===== config.mk =====
export PLATFORM = sky130hd
export DESIGN_NAME = mnd_frac_div
export DESIGN_NICKNAME = d
export VERILOG_FILES = /design/src/rtl/mnd_div_pkg.sv /design/src/rtl/mnd_cfg_decode.sv /design/src/rtl/mnd_phase_acc.sv /design/src/rtl/mnd_frac_div.sv
export SDC_FILE = /design/constraint.sdc
export NUM_CORES = 1
export LEC_CHECK = 0
export BUFFER_PORTS_ARGS = -buffer_cell sky130_fd_sc_hd__buf_2
export CAP_MARGIN = 20
export CORE_MARGIN = 8
export CORE_UTILIZATION = 40
export DETAILED_ROUTE_END_ITERATION = 12
export SLEW_MARGIN = 40
export SYNTH_ARGS = -nofsm -noshare
export SYNTH_HDL_FRONTEND = slang
export SYNTH_SLANG_ARGS = --single-unit

===== constraint.sdc =====
create_clock -name clk_i -period 13.4 [get_ports clk_i]
set_input_delay 4.02 -clock clk_i [delete_from_list [all_inputs] [get_ports clk_i]]
set_output_delay 4.02 -clock clk_i [all_outputs]
set_load 0.02 [all_outputs]

===== src/rtl/mnd_div_pkg.sv =====
package mnd_div_pkg;

  typedef enum logic [1:0] {
    MODE_PASS = 2'd0,
    MODE_ALT1 = 2'd1,
    MODE_DUAL = 2'd2,
    MODE_ALT3 = 2'd3
  } mnd_mode_e;

endpackage


===== src/rtl/mnd_cfg_decode.sv =====
module mnd_cfg_decode
  import mnd_div_pkg::*;
#(
  parameter int WIDTH = 8
) (
  input  logic [WIDTH-1:0] m_reg_i,
  input  logic [WIDTH-1:0] n_reg_i,
  input  logic [WIDTH-1:0] d_reg_i,
  input  logic [1:0]       mode_i,
  output logic             active_o,
  output logic [WIDTH-1:0] m_o,
  output logic [WIDTH:0]   n_o,
  output logic [WIDTH-1:0] span_o,
  output logic [WIDTH-1:0] duty_o
);
  localparam int NW = WIDTH + 1;

  mnd_mode_e       mode;
  logic [WIDTH-1:0] span;
  logic [NW-1:0]    n_full;
  logic             all_zero;
  logic [WIDTH-1:0] dbl_req;
  logic [NW-1:0]    lo_bound, hi_bound, dbl_clamp, dbl_round;
  logic [WIDTH-1:0] duty_raw;

  assign mode     = mnd_mode_e'(mode_i);
  assign span     = ~n_reg_i;
  assign n_full   = {1'b0, span} + {1'b0, m_reg_i};
  assign all_zero = (m_reg_i == '0) && (n_reg_i == '0) && (d_reg_i == '0);
  assign active_o = (mode != MODE_PASS) && !all_zero && (span != '0);

  assign dbl_req  = ~d_reg_i;
  assign lo_bound = (m_reg_i == '0) ? NW'(1) : {1'b0, m_reg_i};
  assign hi_bound = {span, 1'b0};

  // upper bound applied last so it wins when bounds cross
  always_comb begin
    dbl_clamp = {1'b0, dbl_req};
    if (dbl_clamp < lo_bound) dbl_clamp = lo_bound;
    if (dbl_clamp > hi_bound) dbl_clamp = hi_bound;
  end

  assign dbl_round = dbl_clamp + NW'(1);
  assign duty_raw  = dbl_round[NW-1:1];

  assign span_o = span;
  assign m_o    = active_o ? m_reg_i : WIDTH'(1);
  assign n_o    = active_o ? n_full  : NW'(1);
  assign duty_o = !active_o ? WIDTH'(1) : ((m_reg_i == '0) ? '0 : duty_raw);

endmodule


===== src/rtl/mnd_phase_acc.sv =====
module mnd_phase_acc #(
  parameter int WIDTH = 8
) (
  input  logic             clk_i,
  input  logic             rst_ni,
  input  logic [3*WIDTH+1:0] cfg_i,
  input  logic             active_i,
  input  logic [WIDTH-1:0] m_i,
  input  logic [WIDTH:0]   n_i,
  input  logic [WIDTH-1:0] duty_i,
  output logic             restart_o,
  output logic             out_o
);
  localparam int NW = WIDTH + 1;
  localparam int CW = 3 * WIDTH + 2;

  logic [NW-1:0] acc_q, acc_nxt;
  logic [NW:0]   sum;
  logic [CW-1:0] cfg_q;
  logic          primed_q, out_q;

  assign restart_o = !primed_q || (cfg_i != cfg_q);
  assign sum       = {1'b0, acc_q} + {2'b0, m_i};
  assign acc_nxt   = (sum >= {1'b0, n_i}) ? NW'(sum - {1'b0, n_i}) : NW'(sum);

  always_ff @(posedge clk_i or negedge rst_ni) begin
    if (!rst_ni) begin
      acc_q    <= '0;
      out_q    <= 1'b0;
      cfg_q    <= '0;
      primed_q <= 1'b0;
    end else begin
      primed_q <= 1'b1;
      cfg_q    <= cfg_i;
      if (restart_o || !active_i) begin
        acc_q <= '0;
        out_q <= !active_i || (m_i != '0);
      end else begin
        acc_q <= acc_nxt;
        out_q <= (m_i != '0) && (acc_nxt < {1'b0, duty_i});
      end
    end
  end

  assign out_o = out_q;

  p_acc_in_range_r8: assert property (@(posedge clk_i) disable iff (!rst_ni)
    (active_i && !restart_o) |-> (acc_q < n_i));

  p_restart_phase_r7: assert property (@(posedge clk_i) disable iff (!rst_ni)
    (restart_o && active_i && (m_i != '0)) |=> (out_q && (acc_q == '0)));

endmodule


===== src/rtl/mnd_frac_div.sv =====
module mnd_frac_div #(
  parameter int WIDTH = 8
) (
  input  logic             clk_i,
  input  logic             rst_ni,
  input  logic [WIDTH-1:0] m_reg_i,
  input  logic [WIDTH-1:0] n_reg_i,
  input  logic [WIDTH-1:0] d_reg_i,
  input  logic [1:0]       mode_i,
  output logic             clk_div_o,
  output logic [WIDTH-1:0] ratio_m_o,
  output logic [WIDTH:0]   ratio_n_o,
  output logic [WIDTH-1:0] duty_o
);
  localparam int CW = 3 * WIDTH + 2;

  logic             active;
  logic [WIDTH-1:0] m_eff, span, duty;
  logic [WIDTH:0]   n_eff;
  logic [CW-1:0]    cfg;
  logic             restart;

  assign cfg = {mode_i, d_reg_i, n_reg_i, m_reg_i};

  mnd_cfg_decode #(.WIDTH(WIDTH)) u_decode (
    .m_reg_i (m_reg_i),
    .n_reg_i (n_reg_i),
    .d_reg_i (d_reg_i),
    .mode_i  (mode_i),
    .active_o(active),
    .m_o     (m_eff),
    .n_o     (n_eff),
    .span_o  (span),
    .duty_o  (duty)
  );

  mnd_phase_acc #(.WIDTH(WIDTH)) u_acc (
    .clk_i    (clk_i),
    .rst_ni   (rst_ni),
    .cfg_i    (cfg),
    .active_i (active),
    .m_i      (m_eff),
    .n_i      (n_eff),
    .duty_i   (duty),
    .restart_o(restart),
    .out_o    (clk_div_o)
  );

  assign ratio_m_o = m_eff;
  assign ratio_n_o = n_eff;
  assign duty_o    = duty;

  p_pass_high_r3: assert property (@(posedge clk_i) disable iff (!rst_ni)
    (!active && !restart) |-> clk_div_o);

  p_zero_m_low_r10: assert property (@(posedge clk_i) disable iff (!rst_ni)
    (active && (m_reg_i == '0) && !restart) |-> !clk_div_o);

  p_duty_bounds_r6: assert property (@(posedge clk_i) disable iff (!rst_ni)
    (active && (m_reg_i != '0)) |-> ((duty != '0) && (duty <= span)));

  p_reset_low_r1: assert property (@(posedge clk_i)
    !rst_ni |-> !clk_div_o);

endmodule


After elaboration in Yosys (flattened, before gate mapping) --
Cells that the tools add are included.
Storage, ports and cells: register bits after elaboration 37, bits of input ports 28, output and inout bits 26, logic and storage cells 42
Operators by class: $add $sub $neg 4, magnitude comparators 4, eq/ne operators 1, muxes and demuxes 10, bitwise logic cells 2, reduce and logical (&&, ||, !) cells 17
Operators with widths (count):
- 2-to-1 mux 9 bit | 5
- 2-to-1 mux 8 bit | 4
- != test 26 bit | 1
- logical NOT 8 bit | 3
- inverter 8 bit | 2
- nonzero test 8 bit | 2
- adder 9 x 8 -> 10 bit | 1
- >= comparator 10 x 9 -> 1 bit | 1
- adder 8 x 8 -> 9 bit | 1
- adder 9 x 1 -> 9 bit (second input constant) | 1
- greater-than comparator 9 bit | 1
- less-than comparator 8 x 9 -> 1 bit | 1
- less-than comparator 9 x 8 -> 1 bit | 1
- subtractor 9 bit | 1
- logical AND 1 bit | 5
- logical NOT 1 bit | 3
- logical OR 1 bit | 3
- nonzero test 2 bit | 1
- 2-to-1 mux 1 bit | 1

Depth between registers and ports, before layout --
depth after elaboration 13, gate-level depth with buffers 29

Cells and area by module --
Synthesis repeated with hierarchy kept, for this count alone.
Second synthesis, totals: cells, all modules 446, area, all modules 3791.1 µm²
Modules (own cells, without submodules):
- mnd_phase_acc | times used 1, cells each 233, area each 2369.8 µm²
- mnd_cfg_decode | times used 1, cells each 213, area each 1421.4 µm²

Worst setup path after synthesis --
Ideal clock, no wire load.
path kind in2out, start point input port m_reg_i[2], end point output port duty_o[7], arrival 8479 ps, data required time 9380 ps, slack 901 ps, stages 22, buffers on the path 3, cells stage by stage clkbuf_1 -> inv_1 -> ha_1 -> a21oi_1 -> and4b_1 -> a311oi_4 -> buf_4 -> nand2_1 -> o21ai_0 -> ha_1 -> nor2b_1 -> o21ai_0 -> a21oi_1 -> o21a_1 -> o221ai_4 -> buf_4 -> nor2_1 -> a21oi_1 -> ha_1 -> nand4_1 -> mux2_2 -> nor4_1
On the way: cells in the longest elaborated chain, start to end 9
RTL lines:
- from (decl) | RTL line mnd_frac_div.sv:6 | input logic [WIDTH-1:0] m_reg_i,
- logical NOT 8 bit | RTL line mnd_cfg_decode.sv:29, mnd_cfg_decode.sv:33, mnd_cfg_decode.sv:49
- 2-to-1 mux 8 bit | RTL line mnd_cfg_decode.sv:33 | assign lo_bound = (m_reg_i == '0) ? NW'(1) : {1'b0, m_reg_i};
- less-than comparator 8 x 9 -> 1 bit | RTL line mnd_cfg_decode.sv:39 | if (dbl_clamp < lo_bound) dbl_clamp = lo_bound;
- 2-to-1 mux 9 bit | RTL line mnd_cfg_decode.sv:39
- greater-than comparator 9 bit | RTL line mnd_cfg_decode.sv:40 | if (dbl_clamp > hi_bound) dbl_clamp = hi_bound;
- 2-to-1 mux 9 bit | RTL line mnd_cfg_decode.sv:40
- adder 9 x 1 -> 9 bit | RTL line mnd_cfg_decode.sv:43 | assign dbl_round = dbl_clamp + NW'(1);
- 2-to-1 mux 8 bit | RTL line mnd_cfg_decode.sv:49 | assign duty_o = !active_o ? WIDTH'(1) : ((m_reg_i == '0) ? '0 : duty_raw);
- 2-to-1 mux 8 bit * | RTL line mnd_cfg_decode.sv:49
- to (decl) | RTL line mnd_frac_div.sv:13 | output logic [WIDTH-1:0] duty_o
Every way passes the cells marked *; elsewhere a longest branch is shown, timed or not.

Worst setup path after layout --
start point input port m_reg_i[4], end point output port duty_o[7]
The elaborated chain is that of the path after synthesis.

==> impl_metrics.env <==
export IMPL_outcome="finished clean"
export IMPL_area_delta_synth_final_pct=13.36
export IMPL_r2r_cells=20
export IMPL_syn_num_nets=526
export IMPL_fin_tns_setup_ps=0
export IMPL_synthFlopType="dfrtp_1"
export IMPL_cts_buffers=5
export IMPL_period_share=0.9519
export IMPL_finalCoreUtilization=0.4677
export IMPL_io_pins=54
export IMPL_max_clock_freq_ghz=0.07840
export IMPL_drv_slew=0
export IMPL_startpoint_type="input pin"
export IMPL_setup_violations=0
export IMPL_worst_pin_slew_ps=784.0
export IMPL_synth_edf_count=0
export IMPL_seq_area_frac_synth=0.2429
export IMPL_p_leak_nw=2.162
export IMPL_port_buffers=53
export IMPL_placed_cells=622
export IMPL_layout_cells_non_filler=633
export IMPL_min_to="u_acc.acc_q[0]"
export IMPL_path_class="in2out"
export IMPL_period_minus_slack_ps=12760
export IMPL_route_detailed_wl_per_inst_um=17.50
export IMPL_fill_cells=960
export IMPL_crit_path_cell_trace="buf_2 -> inv_1 -> ha_1 -> a21o_1 -> a221o_1 -> a311oi_4 -> buf_4 -> buf_4 -> nor2_1 -> a21oi_1 -> inv_1 -> ha_1 -> nand4_1 -> or2_2 -> o221ai_4 -> nor2_1 -> a21oi_1 -> ha_1 -> nand4_1 -> mux2_2 -> nor4_1 -> buf_2"
export IMPL_grt_use_total=0.1775
export IMPL_clkLatencyLatePin_ps=290
export IMPL_async_flop_share=1.000
export IMPL_skew_ps=9.106
export IMPL_hold_depth=3
export IMPL_grt_pass1_wl_mm=18.34
export IMPL_path_clk_slew_ps=80
export IMPL_reg2reg_to="u_acc.out_o"
export IMPL_r2r_setup_slack_ps=8210
export IMPL_powerDensity_nw_per_um2=92.51
export IMPL_synth_seq_cells=37
export IMPL_n_antenna_cell=0
export IMPL_ctsResizeCount=0
export IMPL_dr_pass1_iters=4
export IMPL_grt_start_max_net_pins=38
export IMPL_min_delay_start="u_acc.acc_q[0]"
export IMPL_clockBufferDepth=2
export IMPL_slowest_stage="o221ai_4"
export IMPL_crit_fanout=14
export IMPL_start_util=0.4126
export IMPL_cp_required_ps=9380
export IMPL_relSlewSlack=0.4738
export IMPL_ir_worst_vdd_v=0.00004446
export IMPL_hold_viol_final=0
export IMPL_crit_top_cell="ha_1"
export IMPL_htree_levels=2
export IMPL_yosysWarnings=0
export IMPL_r2r_start="u_acc.acc_q[0]"
export IMPL_coreArea_um2=9240
export IMPL_netlist_area_um2=3812
export IMPL_hold_path_class="reg2reg"
export IMPL_grt_pass1_vias=3453
export IMPL_avgSynthCellArea_um2=8.510
export IMPL_antenna_found_initial=0
export IMPL_drtAntennaViolNets=0
export IMPL_die_h_um=113.6
export IMPL_drc=0
export IMPL_rows=35
export IMPL_drt_iter0_markers=228
export IMPL_worst_setup_path_end_kind="primary output"
export IMPL_yosysUniqueCellTypes=55
export IMPL_rsz0062_at_grt="no"
export IMPL_place_congestion=0.9771
export IMPL_dp_hpwl_mm=9.091
export IMPL_fin_nets=581
export IMPL_drt_wl_total_mm=11.08
export IMPL_drive_gt1_frac=0.1687
export IMPL_critical_path_max_stage_delay_ps=390
export IMPL_via_per_inst=5.453
export IMPL_clock_sinks=37
export IMPL_multiInputGateArea_um2=2674
export IMPL_register_area_um2=925.9
export IMPL_cts_tree="built"
export IMPL_dieArea_um2=12910
export IMPL_synthCells=448
export IMPL_drv_cap=0
export IMPL_cp_arrival_ps=8740
export IMPL_die_w_um=113.6
export IMPL_vias=3452
export IMPL_grt_ovfl_total=0
export IMPL_cts_root_buf="clkbuf_8"
[where the power goes]
group	switching, W	total [W]	internal [W]
logic	0.000121	0.000201	0.0000808
clock network	0.0000440	0.0000809	0.0000369
registers	0.00000175	0.000117	0.000116
[registers in the layout (all words and copies together), names as in the netlist]
register and flops:
u_acc.cfg_q 26, u_acc.acc_q 9, u_acc.out_o 1, u_acc.primed_q 1
[cells by family (layout without fill, tap and decap cells)]
logic type	Yosys count	in the layout	synth area share
other	1	1	0.0009836
AOI/OAI and AO/OA	93	93	0.1684
muxes	21	21	0.05940
adders and majority gates	50	50	0.1700
buffers and inverters	54	110	0.05579
and+or+nand+nor	150	150	0.2061
xor gates and xnor gates	42	42	0.09649
DFF	37	37	0.2429
[worst max-delay path, delay by kind of cell]
family / cells / cell delay, ps
AOI/OAI and AO/OA: 6 / 1540
buffers and inverters: 6 / 980
adders and majority gates: 3 / 960
and+or+nand+nor: 6 / 910
muxes: 1 / 300
[cell type report]
class | instances | area share
clock inverters | 3 | 0.004922
inverters | 44 | 0.03822
clock buffers | 5 | 0.01592
flip-flops and latches | 37 | 0.2142
repair buffers | 58 | 0.07064
well taps | 129 | 0.03735
multi-input cells | 357 | 0.6187
[Yosys cell counts (7+ instances only)]
cell type	instances	area share
a21o_1	12	0.024
a21oi_1	25	0.033
and3_1	10	0.016
dfrtp_1	37	0.24
ha_1	47	0.15
inv_1	44	0.043
mux2_2	7	0.021
mux2i_1	11	0.029
nand2_1	30	0.030
nand3_1	13	0.017
nand4_1	13	0.021
nor2_1	30	0.030
nor2b_1	9	0.015
nor3_1	11	0.014
o21ai_0	19	0.025
or3_1	7	0.011
xnor2_1	26	0.060
xor2_1	16	0.037
[layer usage]
| metal | routed length [µm] | vias up | global-route usage |
|---|---|---|---|
| met2 | 4800 | 91 | 0.2746 |
| met4 | 171 | 0 | 0.04529 |
| met3 | 540 | 15 | 0.02377 |
| li1 | - | 1701 | - |
| met5 | 0 | - | 0 |
| met1 | 5563 | 1645 | 0.2523 |
[repair_timing]
| action | 4_1_cts | 5_1_grt |
|---|---|---|
| hold endpoints to repair | 0 | 0 |
| setup buffers | 0 | 3 |
| hold buffers | 0 | 0 |
| setup endpoints to repair | 0 | 1 |
[metrics by stage]
step	power, W	instance area, µm²	hold slack [ps]	setup slack [ps]
2_1_floorplan	0.0002608	3812	646.7	901.4
3_3_place_gp	0.0003161	4207	714.5	588.3
3_5_place_dp	0.0003183	4209	721.4	497.7
4_1_cts	0.0004011	4299	743.6	457.5
5_1_grt	0.0004317	4322	789.6	196.8
6_report	0.0003998	4322	732.9	644.5
[how the worst max path moves through the flow]
stage	from	to	depth (start not counted)	slack [ps]
final	m_reg_i[4]	duty_o[7]	22	640
after global routing	m_reg_i[4]	duty_o[7]	22	200
after CTS	m_reg_i[4]	duty_o[7]	21	460
after detailed placement	m_reg_i[4]	duty_o[7]	21	500
after global placement	m_reg_i[4]	duty_o[7]	20	590
after floorplan	m_reg_i[2]	duty_o[7]	22	900
[placed cells by master, fill, tap and decap left out, drive strengths merged, types with 16 or more instances in the layout]
master	instances
ha	47
nand2	30
nor2	30
xnor2	26
buf	58
a21oi	25
inv	45
dfrtp	37
o21ai	20
xor2	16
No activity file was read; power rests on OpenSTA's default activity.
